## config.mk

```make
export PLATFORM = sky130hd
export DESIGN_NAME = serdes_mode_ctrl
export DESIGN_NICKNAME = d
export VERILOG_FILES = /design/src/rtl/smc_pkg.sv /design/src/rtl/smc_rst_sync.sv /design/src/rtl/smc_ref_mon.sv /design/src/rtl/smc_oe_seq.sv /design/src/rtl/serdes_mode_ctrl.sv
export SDC_FILE = /design/constraint.sdc
export NUM_CORES = 1
export LEC_CHECK = 0
export BUFFER_PORTS_ARGS = -buffer_cell sky130_fd_sc_hd__buf_2
export CAP_MARGIN = 15
export CELL_PAD_IN_SITES_DETAIL_PLACEMENT = 1
export CELL_PAD_IN_SITES_GLOBAL_PLACEMENT = 2
export CORE_MARGIN = 2
export CORE_UTILIZATION = 32
export DETAILED_ROUTE_END_ITERATION = 8
export PLACE_DENSITY_LB_ADDON = 0.12
export SLEW_MARGIN = 10
export SYNTH_ARGS = -nofsm -noshare
export SYNTH_HDL_FRONTEND = slang
export SYNTH_SLANG_ARGS = --single-unit
```

## constraint.sdc

```tcl
create_clock -name clk -period 1.5 [get_ports clk]
set_clock_uncertainty 0.15 [all_clocks]
set_input_delay 0.075 -clock clk [delete_from_list [all_inputs] [get_ports clk]]
set_output_delay 0.075 -clock clk [all_outputs]
set_load 0.02 [all_outputs]
```

## src/rtl/smc_pkg.sv

```systemverilog
package smc_pkg;
  typedef enum logic {
    MON_WAIT = 1'b0,
    MON_LIVE = 1'b1
  } mon_state_e;
endpackage

```

## src/rtl/smc_rst_sync.sv

```systemverilog
module smc_rst_sync #(
  parameter int STAGES = 2
) (
  input  logic clk,
  input  logic rst_n,
  output logic rst_s_n
);
  logic [STAGES-1:0] sync_q;

  always_ff @(posedge clk or negedge rst_n) begin
    if (!rst_n) sync_q <= '0;
    else        sync_q <= {sync_q[STAGES-2:0], 1'b1};
  end

  assign rst_s_n = sync_q[STAGES-1];
endmodule

```

## src/rtl/smc_ref_mon.sv

```systemverilog
module smc_ref_mon
  import smc_pkg::*;
#(
  parameter int EDGE_CNT = 4,
  parameter int LOSS_TO  = 8
) (
  input  logic clk,
  input  logic rst_n,
  input  logic clr,
  input  logic edge_i,
  output logic live_o
);
  localparam int CW = $clog2(EDGE_CNT + 1);
  localparam int GW = $clog2(LOSS_TO + 1);

  mon_state_e    state_q, state_d;
  logic [CW-1:0] cnt_q, cnt_d;
  logic [GW-1:0] gap_q, gap_d;

  always_comb begin
    state_d = state_q;
    cnt_d   = cnt_q;
    gap_d   = gap_q;
    if (clr) begin
      state_d = MON_WAIT;
      cnt_d   = '0;
      gap_d   = '0;
    end else if (edge_i) begin
      gap_d = '0;
      if (state_q == MON_WAIT) begin
        if (cnt_q == CW'(EDGE_CNT - 1)) begin
          state_d = MON_LIVE;
          cnt_d   = '0;
        end else begin
          cnt_d = cnt_q + CW'(1);
        end
      end
    end else if (gap_q == GW'(LOSS_TO - 1)) begin
      gap_d   = '0;
      cnt_d   = '0;
      state_d = MON_WAIT;
    end else begin
      gap_d = gap_q + GW'(1);
    end
  end

  always_ff @(posedge clk or negedge rst_n) begin
    if (!rst_n) begin
      state_q <= MON_WAIT;
      cnt_q   <= '0;
      gap_q   <= '0;
    end else begin
      state_q <= state_d;
      cnt_q   <= cnt_d;
      gap_q   <= gap_d;
    end
  end

  assign live_o = (state_q == MON_LIVE);
endmodule

```

## src/rtl/smc_oe_seq.sv

```systemverilog
module smc_oe_seq #(
  parameter int SETTLE = 3
) (
  input  logic clk,
  input  logic rst_n,
  input  logic arm,
  output logic oe_ok
);
  generate
    if (SETTLE == 0) begin : g_direct
      assign oe_ok = arm;
    end else begin : g_count
      localparam int SW = $clog2(SETTLE + 1);
      logic [SW-1:0] cnt_q, cnt_d;
      logic          done;

      assign done = (cnt_q == SW'(SETTLE));

      always_comb begin
        if (!arm)      cnt_d = '0;
        else if (done) cnt_d = cnt_q;
        else           cnt_d = cnt_q + SW'(1);
      end

      always_ff @(posedge clk or negedge rst_n) begin
        if (!rst_n) cnt_q <= '0;
        else        cnt_q <= cnt_d;
      end

      assign oe_ok = arm && done;
    end
  endgenerate
endmodule

```

## src/rtl/serdes_mode_ctrl.sv

```systemverilog
module serdes_mode_ctrl #(
  parameter int EDGE_CNT = 4,
  parameter int LOSS_TO  = 8,
  parameter int SETTLE   = 3
) (
  input  logic       clk,
  input  logic       rst_n,
  input  logic [1:0] rng_sel,
  input  logic       dir_in,
  input  logic       mul_sel,
  input  logic       ref_edge,
  output logic       dir_out,
  output logic       pwr_down,
  output logic       ser_en,
  output logic       des_en,
  output logic       par_oe,
  output logic       frac_mul,
  output logic [1:0] mode_code
);
  logic rst_s_n;
  logic pd_req;
  logic live;
  logic active;
  logic oe_ok;

  smc_rst_sync #(.STAGES(2)) u_rst_sync (
    .clk     (clk),
    .rst_n   (rst_n),
    .rst_s_n (rst_s_n)
  );

  assign pd_req = (rng_sel == 2'b00);

  smc_ref_mon #(.EDGE_CNT(EDGE_CNT), .LOSS_TO(LOSS_TO)) u_ref_mon (
    .clk    (clk),
    .rst_n  (rst_s_n),
    .clr    (pd_req),
    .edge_i (ref_edge),
    .live_o (live)
  );

  assign active = !pd_req && live;

  smc_oe_seq #(.SETTLE(SETTLE)) u_oe_seq (
    .clk   (clk),
    .rst_n (rst_s_n),
    .arm   (des_en),
    .oe_ok (oe_ok)
  );

  always_comb begin
    dir_out   = !dir_in;
    pwr_down  = !active;
    ser_en    = active && dir_in;
    des_en    = active && !dir_in;
    par_oe    = oe_ok;
    frac_mul  = ser_en && !mul_sel;
    mode_code = active ? rng_sel : 2'b00;
  end
endmodule

```

==> results of run 1 <==
[cell usage after synthesis]
cell type | count | area [µm²]
nand3_1 | 1 | 5.00
nor2_1 | 5 | 18.8
nand3b_1 | 2 | 15.0
o21ai_1 | 1 | 5.00
nand2b_1 | 1 | 6.26
nor2b_1 | 1 | 6.26
o21ai_0 | 2 | 10.0
and2_1 | 3 | 18.8
nand2_1 | 2 | 7.51
a21oi_1 | 3 | 15.0
a211oi_1 | 1 | 7.51
a311oi_2 | 1 | 15.0
inv_1 | 1 | 3.75
nor2b_4 | 1 | 13.8
ha_1 | 3 | 37.5
dfrtp_1 | 12 | 300
nor3_1 | 5 | 25.0
nor3b_1 | 1 | 7.51
buf_2 | 1 | 5.00
conb_1 | 1 | 3.75
mux2i_1 | 2 | 20.0
xor2_1 | 1 | 8.76
nor4b_1 | 1 | 8.76
or3_1 | 1 | 6.26
xnor2_1 | 1 | 8.76
o211ai_1 | 1 | 7.51
[power by group through the flow]
stage          combinational [mW]  clock [mW]  sequential (mW)
6_report                    0.266       0.192            0.403
5_1_grt                     0.296       0.213            0.410
4_1_cts                     0.253       0.205            0.401
3_5_place_dp                0.240           0            0.404
3_3_place_gp                0.235           0            0.402
2_1_floorplan               0.154           0            0.396
[state kept, by name, indices dropped and copies added (netlist names)]
register and cells:
u_oe_seq.g_count.cnt_q 2, u_ref_mon.cnt_q 3, u_ref_mon.live_o 1, u_rst_sync.sync_q 2
u_ref_mon.gap_q 4
[cells by family after synthesis]
group | count (synthesis)
adders and majority gates | 3
and+or+nand+nor | 24
buffers and inverters | 2
other | 1
xor gates and xnor gates | 2
AOI/OAI and AO/OA | 9
muxes | 2
DFF | 12
[layout make-up]
cell class / count / area, µm²
inverters: 1 / 3.75
multi-input cells: 41 / 310
well taps: 25 / 31.3
flip-flops and latches: 12 / 302
repair buffers: 21 / 133
clock buffers: 3 / 22.5
fillers: 204 / 925
[per-layer routing]
layer / wire length [µm] / track usage, % / vias up
met5: 0 / 0 / -
met4: 17 / 6.67 / 0
met3: 39 / 3.46 / 4
met2: 716 / 26.0 / 8
met1: 561 / 17.1 / 240
li1: - / - / 239
[layout by cell type (no fill, tap or decap)]
cell           count
buf_2             14
dfrtp_1           11
nor2_1             4
nor3_1             4
dlygate4sd3_1      4
and2_1             3
a21oi_1            3
clkbuf_4           3
buf_4              3
nand3b_1           2
mux2i_1            2
o21ai_0            2
nand2_1            2
ha_1               2
o21ai_4            1
inv_1              1
nor2_2             1
xnor2_1            1
nor3b_1            1
nor4b_2            1
nor3_2             1
nand3_1            1
nand2b_1           1
o211ai_1           1
nor2b_4            1
nor2b_1            1
xor2_1             1
a211oi_1           1
or3_4              1
a311oi_2           1
ha_2               1
dfrtp_2            1
conb_1             1
[path summary, 6_finish.rpt]
check / startpoint / to / slack [ns]
worst max-delay path: u_ref_mon.cnt_q[0]$_DFFE_PN0P_ / u_ref_mon.cnt_q[0]$_DFFE_PN0P_ / 0.01
worst min-delay path: u_rst_sync.sync_q[1]$_DFF_PN0_ / u_ref_mon.cnt_q[2]$_DFFE_PN0P_ / 0.02
worst max register to register: u_ref_mon.cnt_q[0]$_DFFE_PN0P_ / u_ref_mon.cnt_q[0]$_DFFE_PN0P_ / 0.01
worst min register to register: u_rst_sync.sync_q[1]$_DFF_PN0_ / u_ref_mon.cnt_q[2]$_DFFE_PN0P_ / 0.02
max in group asynchronous: rst_n / u_rst_sync.sync_q[1]$_DFF_PN0_ / 0.53
min in group clk: rng_sel[0] / u_ref_mon.cnt_q[2]$_DFFE_PN0P_ / 0.03
[what timing repair did]
action | CTS | global route
hold endpoints to repair | 8 | 0
gates resized for setup | 3 | 4
endpoints found under the setup margin | 3 | 4
hold buffers | 4 | 0
==> impl_metrics.csv, run 1 <==
group,metric,value,unit
outcome,status,"complete, no violations",
synthesis,netlist_area,587,µm²
routing,route.detailed.drc,0,
sta,post-route-period-util,99.2,%
setup_path,crit_path_max_incr_delay,0.39,ns
floorplan,start_util,34.0,%
synthesis,synthMuxAreaShare,3.41,%
synthesis,synth_fa_ha_area_share,6.40,%
layout,final_nets,90,
setup_path,cp_cell_sequence,"ha_2 > nor2b_4 > or3_4 > a311oi_2",
synthesis,synthSimpleGateAreaFrac,23.7,%
clocking,root_buffer,"clkbuf_4",
routing,wl_per_cell,13.0,µm
layout,final_cell_count_no_fill,103,
synthesis,synth_warnings,0,
synthesis,synthXorXnorAreaFrac,2.99,%
floorplan,io-pin-count,15,
clocking,clkSinkCount,12,
power_and_ir_drop,switching_power,0.273,mW
setup_path,worstPathMaxFanout,3,
clocking,clockBufferDepth,2,
job,maxCapViolations,0,
clocking,cts_buffers,3,
floorplan,fp.dieH,46.8,µm
power_and_ir_drop,peakVddDrop,0.540,mV
synthesis,ys_types,26,
synthesis,postSynthAreaPerCell,10.7,µm²
sta,rsz0062_at_grt,"yes",
setup_path,r2r_cells,4,
sta,max_freq,0.672,GHz
routing,vias_per_cell,4.77,
place,port_buffers,14,
routing,initialDrtViolationCount,4,
power_and_ir_drop,power,0.860,mW
worst_hold_path,hold_class,"reg -> async",
power_and_ir_drop,p_seq_share,46.8,%
sta,period_minus_slack,1.49,ns
setup_path,crit_buf_inv,0,
setup_path,crit_type,"reg -> reg",
grt,grt_pass1_wl,2.17,mm
place,dp.cells,96,
synthesis,syn_nets,65,
power_and_ir_drop,power.density,1070,nW/µm²
setup_path,crit_cells,4,
grt,grt_pass1_vias,498,
setup_path,worstPathArrival,1.52,ns
grt,grt-ovfl-total,0,
sta,hold_viol,0,
power_and_ir_drop,p_leak,0.379,nW
sta,fin_ws,0.0116,ns
sta,holdWs,0.0191,ns
setup_path,cp_top_family,"simple AND/OR/NAND/NOR gates",
synthesis,yosysSeqAreaShare,51.2,%
setup_path,critPathLaunchType,"flip-flop",
setup_path,critPathSlowestCell,"dfrtp_1",
clocking,cts_setup_buffers,0,
synthesis,synth_compound_area_share,10.2,%
grt,antenna_found_initial,0,
grt,grt_usage,14.8,%
clocking,cts_tree,"done",
setup_path,critical_path_required,1.53,ns
place,dpl.hpwl,990,µm
place,dp_worst_setup_slack,-0.00166,ns
clocking,clock_latency,0.27,ns
power_and_ir_drop,combPwrFrac,30.9,%
floorplan,dieArea,2190,µm²
layout,syn2layout_area_growth,36.7,%
clocking,htreeDepth,1,
floorplan,die_w,46.8,µm
layout,drive_above_1_share,37.2,%
power_and_ir_drop,swShare,31.8,%
synthesis,syn_inst,55,
place,routabilityCongestion,0.676,
floorplan,core_area,1730,µm²
synthesis,synth_top_family_by_area,"simple AND/OR/NAND/NOR gates",
routing,wl,1.33,mm
synthesis,ys_ff_latch,12,
routing,vias,491,
sta,slew_viol_final,0,
layout,fin_util,46.4,%
routing,first_pass_iters,4,
power_and_ir_drop,internal_power,0.587,mW
clocking,path_clk_slew,0.07,ns
setup_path,end_kind,"flip-flop",
sta,finalSetupViolCount,0,
layout,diodes,0,
routing,ant_nets,0,
power_and_ir_drop,clkPwrFrac,22.3,%
grt,grt_max_degree,12,
place,dpl_cell_area,708,µm²
floorplan,row_count,15,
layout,final_area,802,µm²
sta,fin_setup_tns,0,ns
Power figures use the tool's default switching activity.
==> inputs of run 2 (changes only) <==
--- a/config.mk
+++ b/config.mk
@@ -7,13 +7,12 @@
 export LEC_CHECK = 0
 export BUFFER_PORTS_ARGS = -buffer_cell sky130_fd_sc_hd__buf_2
 export CAP_MARGIN = 15
-export CELL_PAD_IN_SITES_DETAIL_PLACEMENT = 1
-export CELL_PAD_IN_SITES_GLOBAL_PLACEMENT = 2
-export CORE_MARGIN = 2
-export CORE_UTILIZATION = 32
+export CORE_AREA = 2 2 39 41
 export DETAILED_ROUTE_END_ITERATION = 8
+export DIE_AREA = 0 0 41 43
 export PLACE_DENSITY_LB_ADDON = 0.12
 export SLEW_MARGIN = 10
 export SYNTH_ARGS = -nofsm -noshare
 export SYNTH_HDL_FRONTEND = slang
 export SYNTH_SLANG_ARGS = --single-unit
+export TNS_END_PERCENT = 20
==> impl_metrics.csv, run 2 (same netlist as run 1, synthesis figures left out) <==
group,metric,value,unit
clocking,cts_buffers,3,
routing,initialDrtViolationCount,4,
setup_path,crit_cells,4,
floorplan,core_area,1380,µm²
setup_path,crit_buf_inv,0,
clocking,root_buffer,"clkbuf_4",
setup_path,r2r_start,"u_ref_mon.cnt_q[1]$_DFFE_PN0P_",
grt,grt_pass1_vias,445,
worst_hold_path,hold_class,"reg -> async",
layout,final_nets,90,
setup_path,critical_path_required,1.52,ns
layout,final_common_cell,"buf_2",
setup_path,end_kind,"flip-flop",
job,maxCapViolations,0,
clocking,path_clk_slew,0.07,ns
sta,post-route-period-util,103,%
setup_path,endpoint,"u_ref_mon.cnt_q[0]$_DFFE_PN0P_",
layout,regMostFlops,"u_ref_mon.gap_q",
layout,diodes,0,
layout,syn2layout_area_growth,32.8,%
routing,ant_nets,0,
grt,grt_usage,16.7,%
grt,grt_pass1_wl,1.87,mm
grt,grt-ovfl-total,0,
routing,vias,463,
clocking,htreeDepth,1,
floorplan,dieArea,1760,µm²
setup_path,crit_path_start,"u_ref_mon.cnt_q[1]$_DFFE_PN0P_",
place,routabilityCongestion,0.810,
sta,max_freq,0.648,GHz
routing,wl_per_cell,11.6,µm
setup_path,worstPathArrival,1.57,ns
setup_path,crit_path_max_incr_delay,0.40,ns
clocking,clockBufferDepth,2,
sta,finalSetupViolCount,1,
routing,first_pass_iters,5,
setup_path,cp_top_family,"simple AND/OR/NAND/NOR gates",
routing,vias_per_cell,4.93,
power_and_ir_drop,power,0.850,mW
sta,fin_setup_tns,-0.0421,ns
floorplan,row_count,14,
clocking,clock_latency,0.26,ns
outcome,status,"complete, but fails checks",
floorplan,die_w,41,µm
place,dp_worst_setup_slack,-0.000453,ns
power_and_ir_drop,power.density,1090,nW/µm²
setup_path,critPathLaunchType,"flip-flop",
layout,drive_above_1_share,34.6,%
layout,top_regs,"u_ref_mon.gap_q x4, u_ref_mon.cnt_q x3",
setup_path,r2r-end,"u_ref_mon.cnt_q[0]$_DFFE_PN0P_",
sta,fin_ws,-0.0421,ns
setup_path,r2r_cells,4,
setup_path,cp_cell_sequence,"ha_2 > nor2b_4 > or3_4 > a311oi_2",
sta,rsz0062_at_grt,"yes",
floorplan,io-pin-count,15,
power_and_ir_drop,peakVddDrop,0.515,mV
sta,period_minus_slack,1.54,ns
floorplan,start_util,42.4,%
place,port_buffers,14,
layout,largest_reg_flops,4,
grt,grt_max_degree,12,
setup_path,ff2ff_setup_slack,-0.04,ns
sta,hold_viol,0,
setup_path,critPathSlowestCell,"dfrtp_1",
layout,mostFrequentLayoutCells,"buf_2, dfrtp_1, nor3_1, nor2_1, dlygate4sd3_1",
sta,slew_viol_final,0,
clocking,cts_tree,"done",
setup_path,worstPathMaxFanout,3,
routing,route.detailed.drc,0,
clocking,clkSinkCount,12,
setup_path,crit_type,"reg -> reg",
place,dpl.hpwl,770,µm
floorplan,fp.dieH,43,µm
outcome,violations,"negative setup slack",
power_and_ir_drop,p_leak,0.375,nW
routing,wl,1.09,mm
grt,antenna_found_initial,0,
## run 2: worst min path at each step
stage               depth (start not counted)                           start  slack (ns)                        endpoint
global route                                0  u_rst_sync.sync_q[1]$_DFF_PN0_        0.06  u_ref_mon.cnt_q[2]$_DFFE_PN0P_
global placement                            1                           rst_n       -0.29  u_rst_sync.sync_q[1]$_DFF_PN0_
CTS                                         0  u_rst_sync.sync_q[1]$_DFF_PN0_        0.03    u_ref_mon.live_o$_DFFE_PN0P_
detailed placement                          1                           rst_n       -0.29  u_rst_sync.sync_q[0]$_DFF_PN0_
floorplan                                   0                           rst_n       -0.37  u_rst_sync.sync_q[0]$_DFF_PN0_
finish                                      0  u_rst_sync.sync_q[1]$_DFF_PN0_       0.004  u_ref_mon.cnt_q[2]$_DFFE_PN0P_
## run 2: power breakdown
group | total (mW) | internal [mW] | switching (mW) | leakage [nW]
Clock | 0.186 | 0.0925 | 0.0935 | 0.0138
Combinational | 0.263 | 0.131 | 0.132 | 0.206
Sequential | 0.401 | 0.362 | 0.0388 | 0.155
## run 2: metrics by stage
stage | instances | hold WS (ns) | utilization [%] | instance area (µm²)
2_1_floorplan | 55 | -0.371 | - | 589
3_3_place_gp | 87 | -0.289 | 50.4 | 697
3_5_place_dp | 87 | -0.287 | 50.4 | 697
4_1_cts | 94 | 0.0287 | 55.2 | 763
5_1_grt | 94 | 0.0643 | 56.3 | 779
6_report | 94 | 0.00377 | 56.3 | 779
## run 2: worst register-to-register path: cells and delay by family (launching register included)
kind / cells / cell delay [ns]
AND/OR/NAND/NOR: 2 / 0.45
flip-flops: 1 / 0.40
AO/OA/AOI/OAI: 1 / 0.26
adder cells (fa/ha/maj): 1 / 0.19
## run 2: final cells by class
cell class | instances | area [µm²]
sequential | 12 | 302
inverter | 1 | 3.75
tap | 16 | 20.0
multi-input combinational | 41 | 299
fill | 121 | 604
timing repair buffer | 21 | 133
clock buffer | 3 | 22.5
## run 2: layer usage
layer / wire [µm] / vias up / GRT usage [%]
li1: - / 242 / -
met1: 510 / 205 / 20.6
met2: 510 / 14 / 23.8
met3: 51 / 2 / 6.28
met4: 18 / 0 / 10.0
met5: 0 / - / 0
## run 2: timing repair
action / 4_1_cts / 5_1_grt
gates resized for setup: 1 / 4
setup buffers: 0 / 0
pin swaps: 0 / 2
gates cloned: 0 / 0
hold endpoints to repair: 8 / 0
hold buffers: 4 / 0
setup endpoints to repair: 2 / 2
